===== config.mk =====
export PLATFORM = sky130hd
export DESIGN_NAME = prw_merger
export DESIGN_NICKNAME = d
export VERILOG_FILES = /design/src/rtl/prw_pkg.sv /design/src/rtl/prw_reg_slot.sv /design/src/rtl/prw_stall_ctrl.sv /design/src/rtl/prw_read_view.sv /design/src/rtl/prw_merger.sv
export SDC_FILE = /design/constraint.sdc
export NUM_CORES = 2
export LEC_CHECK = 0
export ABC_AREA = 1
export BUFFER_PORTS_ARGS = -buffer_cell sky130_fd_sc_hd__buf_4
export CAP_MARGIN = 15
export CELL_PAD_IN_SITES_DETAIL_PLACEMENT = 0
export CELL_PAD_IN_SITES_GLOBAL_PLACEMENT = 1
export CORE_MARGIN = 4
export CORE_UTILIZATION = 45
export CTS_CLUSTER_SIZE = 28
export DETAILED_ROUTE_END_ITERATION = 7
export HOLD_SLACK_MARGIN = 0.12
export PLACE_DENSITY_LB_ADDON = 0.1
export SLEW_MARGIN = 20
export SYNTH_ARGS = -nofsm -noshare
export SYNTH_HDL_FRONTEND = slang
export SYNTH_HIERARCHICAL = 1
export SYNTH_SLANG_ARGS = --single-unit

===== constraint.sdc =====
create_clock -name clk_i -period 2.53 [get_ports clk_i]
set_input_delay 0.1265 -clock clk_i [delete_from_list [all_inputs] [get_ports clk_i]]
set_output_delay 0.1265 -clock clk_i [all_outputs]
set_load 0.05 [all_outputs]

===== src/rtl/prw_pkg.sv =====
`timescale 1ns/1ps
package prw_pkg;
  typedef enum logic [2:0] {
    WID_64 = 3'd0,
    WID_32 = 3'd1,
    WID_16 = 3'd2,
    WID_L8 = 3'd3,
    WID_H8 = 3'd4
  } width_e;

  function automatic logic is_wide(width_e w);
    return (w == WID_64) || (w == WID_32) || (w == WID_16);
  endfunction
endpackage


===== src/rtl/prw_reg_slot.sv =====
`timescale 1ns/1ps
module prw_reg_slot
  import prw_pkg::*;
#(
  parameter int  DATA_W = 64,
  parameter bit  HAS_HB = 1'b1
) (
  input  logic              clk_i,
  input  logic              rst_ni,
  input  logic              wr_hit_i,
  input  width_e            wr_width_i,
  input  logic [DATA_W-1:0] wr_data_i,
  input  logic              merge_i,
  output logic [DATA_W-1:0] val_o,
  output logic [7:0]        hb_o,
  output logic              split_o
);
  localparam int HALF_W = DATA_W / 2;

  logic [DATA_W-1:0] val_q, val_d, base;
  logic [7:0]        hb_q, hb_d;
  logic              split_q, split_d;

  always_comb begin
    base = val_q;
    if (merge_i) base[15:8] = hb_q;
    val_d   = base;
    hb_d    = hb_q;
    split_d = split_q && !merge_i;
    if (wr_hit_i) begin
      case (wr_width_i)
        WID_64: begin
          val_d   = wr_data_i;
          split_d = 1'b0;
        end
        WID_32: begin
          val_d           = '0;
          val_d[HALF_W-1:0] = wr_data_i[HALF_W-1:0];
          split_d         = 1'b0;
        end
        WID_16: begin
          val_d[15:0] = wr_data_i[15:0];
          split_d     = 1'b0;
        end
        WID_L8: val_d[7:0] = wr_data_i[7:0];
        WID_H8: begin
          // byte parked in side slot until a wide read forces the merge
          if (HAS_HB) begin
            hb_d    = wr_data_i[7:0];
            split_d = 1'b1;
          end
        end
        default: ;
      endcase
    end
  end

  always_ff @(posedge clk_i or negedge rst_ni) begin
    if (!rst_ni) begin
      val_q   <= '0;
      hb_q    <= '0;
      split_q <= 1'b0;
    end else begin
      val_q   <= val_d;
      hb_q    <= hb_d;
      split_q <= split_d;
    end
  end

  assign val_o   = val_q;
  assign hb_o    = hb_q;
  assign split_o = split_q;
endmodule


===== src/rtl/prw_stall_ctrl.sv =====
`timescale 1ns/1ps
module prw_stall_ctrl
  import prw_pkg::*;
(
  input  logic   rd_valid_i,
  input  width_e rd_width_i,
  input  logic   split_i,
  output logic   merge_o,
  output logic   ready_o
);
  // one merge cycle per wide read of a split register
  assign merge_o = rd_valid_i && is_wide(rd_width_i) && split_i;
  assign ready_o = !merge_o;
endmodule


===== src/rtl/prw_read_view.sv =====
`timescale 1ns/1ps
module prw_read_view
  import prw_pkg::*;
#(
  parameter int DATA_W = 64
) (
  input  logic [DATA_W-1:0] val_i,
  input  logic [7:0]        hb_i,
  input  logic              split_i,
  input  logic              has_hb_i,
  input  width_e            width_i,
  output logic [DATA_W-1:0] data_o
);
  localparam int HALF_W = DATA_W / 2;

  always_comb begin
    data_o = '0;
    case (width_i)
      WID_64: data_o = val_i;
      WID_32: data_o[HALF_W-1:0] = val_i[HALF_W-1:0];
      WID_16: data_o[15:0] = val_i[15:0];
      WID_L8: data_o[7:0] = val_i[7:0];
      WID_H8: if (has_hb_i) data_o[7:0] = split_i ? hb_i : val_i[15:8];
      default: ;
    endcase
  end
endmodule


===== src/rtl/prw_merger.sv =====
`timescale 1ns/1ps
module prw_merger
  import prw_pkg::*;
#(
  parameter int NUM_REGS = 16,
  parameter int DATA_W   = 64,
  parameter int NUM_HB   = 4,
  localparam int IDX_W   = $clog2(NUM_REGS)
) (
  input  logic              clk_i,
  input  logic              rst_ni,
  input  logic              wr_valid_i,
  input  logic [IDX_W-1:0]  wr_idx_i,
  input  logic [2:0]        wr_width_i,
  input  logic [DATA_W-1:0] wr_data_i,
  input  logic              rd_valid_i,
  input  logic [IDX_W-1:0]  rd_idx_i,
  input  logic [2:0]        rd_width_i,
  output logic              rd_ready_o,
  output logic [DATA_W-1:0] rd_data_o
);
  logic [NUM_REGS-1:0][DATA_W-1:0] reg_q;
  logic [NUM_REGS-1:0][7:0]        hb_q;
  logic [NUM_REGS-1:0]             split_q;
  width_e wr_w, rd_w;
  logic   merge;

  assign wr_w = width_e'(wr_width_i);
  assign rd_w = width_e'(rd_width_i);

  for (genvar i = 0; i < NUM_REGS; i++) begin : g_slot
    prw_reg_slot #(
      .DATA_W(DATA_W),
      .HAS_HB(i < NUM_HB)
    ) u_slot (
      .clk_i      (clk_i),
      .rst_ni     (rst_ni),
      .wr_hit_i   (wr_valid_i && (wr_idx_i == IDX_W'(i))),
      .wr_width_i (wr_w),
      .wr_data_i  (wr_data_i),
      .merge_i    (merge && (rd_idx_i == IDX_W'(i))),
      .val_o      (reg_q[i]),
      .hb_o       (hb_q[i]),
      .split_o    (split_q[i])
    );
  end

  prw_stall_ctrl u_stall (
    .rd_valid_i (rd_valid_i),
    .rd_width_i (rd_w),
    .split_i    (split_q[rd_idx_i]),
    .merge_o    (merge),
    .ready_o    (rd_ready_o)
  );

  prw_read_view #(.DATA_W(DATA_W)) u_view (
    .val_i    (reg_q[rd_idx_i]),
    .hb_i     (hb_q[rd_idx_i]),
    .split_i  (split_q[rd_idx_i]),
    .has_hb_i (int'(rd_idx_i) < NUM_HB),
    .width_i  (rd_w),
    .data_o   (rd_data_o)
  );
endmodule


Yosys cells after proc, flatten, opt, wreduce, memory -nomap -nowiden
Cells that the tools add are included.
{"block": "totals", "reg_bits": 1072, "input_bits": 82, "output_inout_bits": 65, "wordCells": 332}
{"block": "classes", "order_cmp": 2, "eq_ne": 38, "muxes": 109, "reduce_logical": 115}
{"operator": "two-way mux 8 bit", "n": 52}
{"operator": "two-way mux 16 bit", "n": 17}
{"operator": "binary-select mux 64 bit (select 4 bit)", "n": 1}
{"operator": "one-hot mux 48 bit (2 select lines)", "n": 1}
{"operator": "AND reduction 2 bit", "n": 36}
{"operator": "== test 4 bit (second input constant)", "n": 16}
{"operator": "two-way mux 64 bit", "n": 1}
{"operator": "logical AND 1 bit", "n": 50}
{"operator": "binary-select mux 8 bit (select 4 bit)", "n": 1}
{"operator": "== test 4 x 3 -> 1 bit (second input constant)", "n": 8}
{"operator": "two-way mux 32 bit", "n": 1}
{"operator": "two-way mux 1 bit", "n": 29}
{"operator": "zero test 1 bit", "n": 17}
{"operator": "== test 4 x 2 -> 1 bit (second input constant)", "n": 4}
{"operator": "one-hot mux 8 bit (2 select lines)", "n": 1}
{"operator": "== test 3 x 2 -> 1 bit (second input constant)", "n": 4}
{"operator": "== test 4 x 1 -> 1 bit (second input constant)", "n": 2}
{"operator": "zero test 4 bit", "n": 2}
{"operator": "one-hot mux 1 bit (2 select lines)", "n": 4}
{"operator": "OR reduction 4 bit", "n": 2}
{"operator": "== test 3 x 1 -> 1 bit (second input constant)", "n": 2}
{"operator": "== test 3 bit (second input constant)", "n": 2}
{"operator": "zero test 3 bit", "n": 2}
{"operator": "OR reduction 3 bit", "n": 2}
{"operator": "6 further kinds", "n": 7}

Depth between registers and ports, before layout
{"block": "depth", "ltp_word": 10, "depth_mapped": 21, "mapped_depth_nobuf": 18}

Cells and area by module
The synthesis kept the hierarchy.
{"module": "prw_reg_slot (g_slot[10].u_slot ...)", "n_inst": 12, "cells_per_inst": 313, "area_per_inst_um2": 2745.1, "seq_area_each_um2": 1626.6}
{"module": "prw_merger", "n_inst": 1, "cells_per_inst": 3569, "area_per_inst_um2": 13740.7, "seq_area_each_um2": 0.0}
{"module": "prw_reg_slot (g_slot[0].u_slot ...)", "n_inst": 4, "cells_per_inst": 347, "area_per_inst_um2": 3004.1, "seq_area_each_um2": 1826.8}
{"module": "prw_read_view", "n_inst": 1, "cells_per_inst": 176, "area_per_inst_um2": 747.0, "seq_area_each_um2": 0.0}
{"module": "prw_stall_ctrl", "n_inst": 1, "cells_per_inst": 6, "area_per_inst_um2": 26.3, "seq_area_each_um2": 0.0}

Worst setup path after synthesis
No wires, ideal clock.
{"block": "synth_timing", "path_type": "input port to flip-flop", "from": "input rd_idx_i[1]", "to": "register g_slot[3].u_slot.val_q[10]", "setup_time_ps": 118, "t_arrival_ps": 2028, "t_required_ps": 2412, "slack_ps": 384, "path_stages": 19, "n_path_buf": 4, "path_cell_list": "buf_2 > buf_2 > clkbuf_1 > nand2_1 > nand2_1 > nand2_1 > nand2_1 > inv_1 > nand2_1 > nand3_1 > nor2_1 > nand3_1 > nor2_1 > buf_2 > inv_1 > nand2_1 > nand2_1 > nand2_1 > nand2_1"}
{"block": "synth_via", "elab_chain_len": 7, "elab_cells_between_ends": 8, "classes_between": "eq/ne (1); mux (5); reduce/logical (2)"}
{"element": "start, declared", "line": "prw_merger.sv:17", "text": "input logic [IDX_W-1:0] rd_idx_i,"}
{"element": "binary-select mux 1 bit (select 4 bit) *", "line": "prw_merger.sv:51", "text": ".split_i (split_q[rd_idx_i]),"}
{"element": "two-way mux 1 bit (not written as such) *", "line": "prw_merger.sv:51"}
{"element": "logical AND 1 bit *", "line": "prw_stall_ctrl.sv:12", "text": "assign merge_o = rd_valid_i && is_wide(rd_width_i) && split_i;"}
{"element": "net merge", "line": "prw_merger.sv:26", "text": "logic merge;"}
{"element": "logical AND 1 bit *", "line": "prw_merger.sv:41", "text": ".merge_i (merge && (rd_idx_i == IDX_W'(i))),"}
{"element": "two-way mux 8 bit *", "line": "prw_reg_slot.sv:26", "text": "if (merge_i) base[15:8] = hb_q;"}
{"element": "two-way mux 8 bit", "line": "prw_reg_slot.sv:31", "text": "case (wr_width_i)"}
{"element": "two-way mux 16 bit *", "line": "prw_reg_slot.sv:30", "text": "if (wr_hit_i) begin"}
{"element": "net g_slot[3].u_slot.val_d[10]", "line": "prw_reg_slot.sv:20", "text": "logic [DATA_W-1:0] val_q, val_d, base;"}
{"element": "end signal, assigned", "line": "prw_reg_slot.sv:64", "text": "val_q <= val_d;"}
{"element": "end, declared", "line": "prw_reg_slot.sv:20"}
Mark *: on every way through the listed nets, which the timed path passes. The rest lies on a longest branch. The select of a mux whose other input is x is not followed.
A chain may end at the register's enable or synchronous reset.

Worst setup path after layout
{"block": "layout_timing", "from": "register g_slot[5].u_slot.split_q", "to": "output rd_data_o[2]"}
{"block": "layout_via", "elab_chain_len": 5}
{"element": "start, declared", "line": "prw_reg_slot.sv:22", "text": "logic split_q, split_d;"}
{"element": "start signal, assigned", "line": "prw_reg_slot.sv:66", "text": "split_q <= split_d;"}
{"element": "binary-select mux 1 bit (select 4 bit)", "line": "prw_merger.sv:59", "text": ".split_i (split_q[rd_idx_i]),"}
{"element": "two-way mux 1 bit (not written as such)", "line": "prw_merger.sv:59"}
{"element": "two-way mux 8 bit (2 in a row)", "line": "prw_read_view.sv:23", "text": "WID_H8: if (has_hb_i) data_o[7:0] = split_i ? hb_i : val_i[15:8];"}
{"element": "one-hot mux 8 bit (2 select lines)", "line": "prw_read_view.sv:18", "text": "case (width_i)"}
{"element": "end, declared", "line": "prw_merger.sv:20", "text": "output logic [DATA_W-1:0] rd_data_o"}
No other way between the ends. The select of a mux whose other input is x is not followed.

==> impl_metrics.ini <==
[sta]
max_slew.worst_pin.slew_ns = 1.03
hold_viol_final = 0
timing.final.crit_share_pct = 104
setup_violations = 8
finClkSkew_ns = 0.0204
fin_setup_tns_ns = -0.571
slew_headroom_pct = 31.5
maxSlewViolCount = 0
fin_crit_ns = 2.63
worst_slack_ns = -0.102
rsz0062_at_grt = yes
fmax_ghz = 0.380

[drt]
firstDrtPassIters = 8
totalWireLength_mm = 248
via_count = 60020
ant_nets = 0
avgViaCountPerCell = 5.52
wl_per_cell_um = 22.8
drt_iter0_markers = 8182
drc = 4

[die]
num_rows = 133
core_region_area_um2 = 131000
die_h_um = 372
start_util_pct = 45.2
num_io_pins = 147
die_w_um = 372
fp.dieArea_um2 = 138000

[logic_synthesis]
synth_top_family_by_area = simple AND/OR/NAND/NOR gates
ys_seq_area_share_pct = 45.1
yosys_warnings = 6
synthSimpleGateAreaFrac_pct = 45.8
synth.top_cell.area_share_pct = 45.1
yosys-top-cells-area = dfrtp_1 45%, nand2_1 35%, nand3_1 4.7%
synth_compound_area_share_pct = 0.385
synth_area_per_cell_um2 = 6.69
postSynthCellCount = 8895
synth_xor_area_share_pct = 0
synth.distinct_cells = 25
yosysTopAreaCell = dfrtp_1
synthMuxAreaShare_pct = 0
syn_area_um2 = 59500
ys_seq_elements = 1072
synth_fa_ha_area_share_pct = 0

[finish]
area_growth_pct = 14.9
drive_above_1_share_pct = 8.67
final_util_pct = 52.0
final_nets = 9089
fillerInstances = 13404
regArea_um2 = 26800
multi_input_area_um2 = 28100

[cts]
max-clock-path-buffers = 3
cts_tree = yes
cts_root_buf = clkbuf_16
clk_pin_slew_ns = 0.06
clock_latency_ns = 0.76
clock_sinks = 1072
cts_max_level = 4
cts_buffers = 130

[worst_setup_path]
crit_fanout = 8
end_kind = output pin
cp.arrival_ns = 2.51
crit_type = flip-flop to output pin
worstSetupStartpointType = flip-flop
required_ns = 2.40

[global_routing]
gr-usage-all-layers_pct = 35.6
grt_util_met1_pct = 52.1
grt_busiest_layer = met2
antenna_found_initial = 18
grt_pass1_vias = 56171
grt-ovfl-total = 0
grt_first_pass_wirelength_mm = 370
met2_usage_pct = 53.6
grt_use_met3_pct = 6.63
grt_max_degree = 79

[status]
outcome = finished, violations left
violations = DRC, setup timing

[place]
finalWeightedCongestion = 0.882
io_buffers = 146
dp_hpwl_mm = 147

[min_path]
hold_class = primary input to flip-flop

[job]
max-cap-violations = 0

[power_and_ir_drop]
irDropWorstVdd_v = 0.000522
power_density_nw_per_um2 = 703
leakage_nw = 39.7
flip-flops by register name (all words and copies together) (netlist names):
signal,flops
g_slot.u_slot/val_o,1024
g_slot.u_slot/hb_o,32
g_slot.u_slot/split_o,16
synthesized netlist by cell type:
library cell and number:
inv_1 356, nand2_2 4, buf_1 44, o21ai_0 32, nor2_8 4, buf_2 214
conb_1 12, nand3_4 1, a21oi_1 12, o21ai_2 1, nand4_1 385, nor2_2 26
nand3_2 4, nand3_1 555, buf_4 207, dfrtp_1 1072, clkinv_1 5, nor3_1 8
inv_2 27, clkbuf_1 143, buf_6 30, nand2_4 1, nand2_1 5566, nor2_4 13
nor2_1 173
critical path, cell delays in order (launching register included):
cell	delay (ns)
dfrtp_1	0.43
nand2_1	0.07
nand2_1	0.06
nand2_1	0.05
nand2_1	0.09
nand2_1	0.06
nand2_1	0.06
inv_1	0.05
nand2_2	0.08
buf_6	0.15
clkinvlp_4	0.19
nand2_1	0.11
nand2_1	0.05
nand2_1	0.07
nand2_1	0.07
buf_6	0.16
placed cells by master (no fill, tap or decap), drive strengths merged, types with 33 or more instances in the layout:
cell type,n
nor2,216
buf,459
nand2,5571
inv,383
nand4,385
o21ai,33
dlygate4sd3,75
clkbuf,201
dfrtp,1072
conb,96
nand3,560
through the flow:
stage                     setup WS (ns)  area [um2]  hold slack (ns)  power [mW]  std cells
after global placement            0.181       63000            0.206        28.3      10549
after global routing             -0.212       68300            0.280        50.2      10864
after CTS                       -0.0910       68300            0.204        48.1      10860
after detailed placement          0.216       63000            0.202        28.4      10549
final                            -0.102       68400            0.248        48.1      10873
after floorplan                   0.384       59800           -0.169        25.2       8979
path summary, 6_finish.rpt:
check	from	to	slack, ns	depth (start not counted)
setup / recovery	g_slot[5].u_slot/split_o	rd_data_o[2]	-0.10	15
hold / removal	rd_idx_i[2]	g_slot[14].u_slot/split_o	0.25	7
setup reg to reg	g_slot[5].u_slot/split_o	g_slot[2].u_slot/val_o[11]	0.36	18
hold reg to reg	g_slot[14].u_slot/val_o[7]	g_slot[14].u_slot/val_o[7]	0.47	2
max in group asynchronous	rst_ni	g_slot[12].u_slot/val_o[7]	1.53	4
min in group asynchronous	rst_ni	g_slot[14].u_slot/val_o[33]	0.40	3
cells by family (layout without fill, tap and decap cells):
logic type             after synthesis  count (layout)
buffers and inverters             1026            1155
and+or+nand+nor                   6740            6740
other                               12             106
DFF                               1072            1072
AOI/OAI and AO/OA                   45              45
repair_timing:
item,in CTS,in global routing
hold endpoints to repair,1926,0
setup endpoints to repair,8,29
resized for setup,11,9
setup buffers,2,3
hold buffers,76,0
pin swaps,11,6
routing by layer:
layer  vias to the layer above  routed length, um
li1                      27434                  -
met1                     28916             107000
met2                      3174             108000
met3                       488              26200
met4                         8               7500
met5                         -                 45
power breakdown:
group          switching (mW)  leakage (nW)  total [mW]  internal (mW)
logic                    5.45          23.3        7.97           2.52
clock network            7.77          2.21        19.6           11.9
registers                1.24          14.2        20.5           19.2
total                    14.5          39.7        48.1           33.6
cell type report:
class,instances,share of cell area [%]
Tap cell,1755,3.21
Multi-Input combinational cell,6881,41.0
Timing Repair Buffer,534,7.80
Clock buffer,201,5.96
Antenna cell,10,0.0366
Sequential cell,1072,39.2
Clock inverter,32,0.547
Inverter,388,2.16
Note: power is estimated with default switching activity, not from simulation.
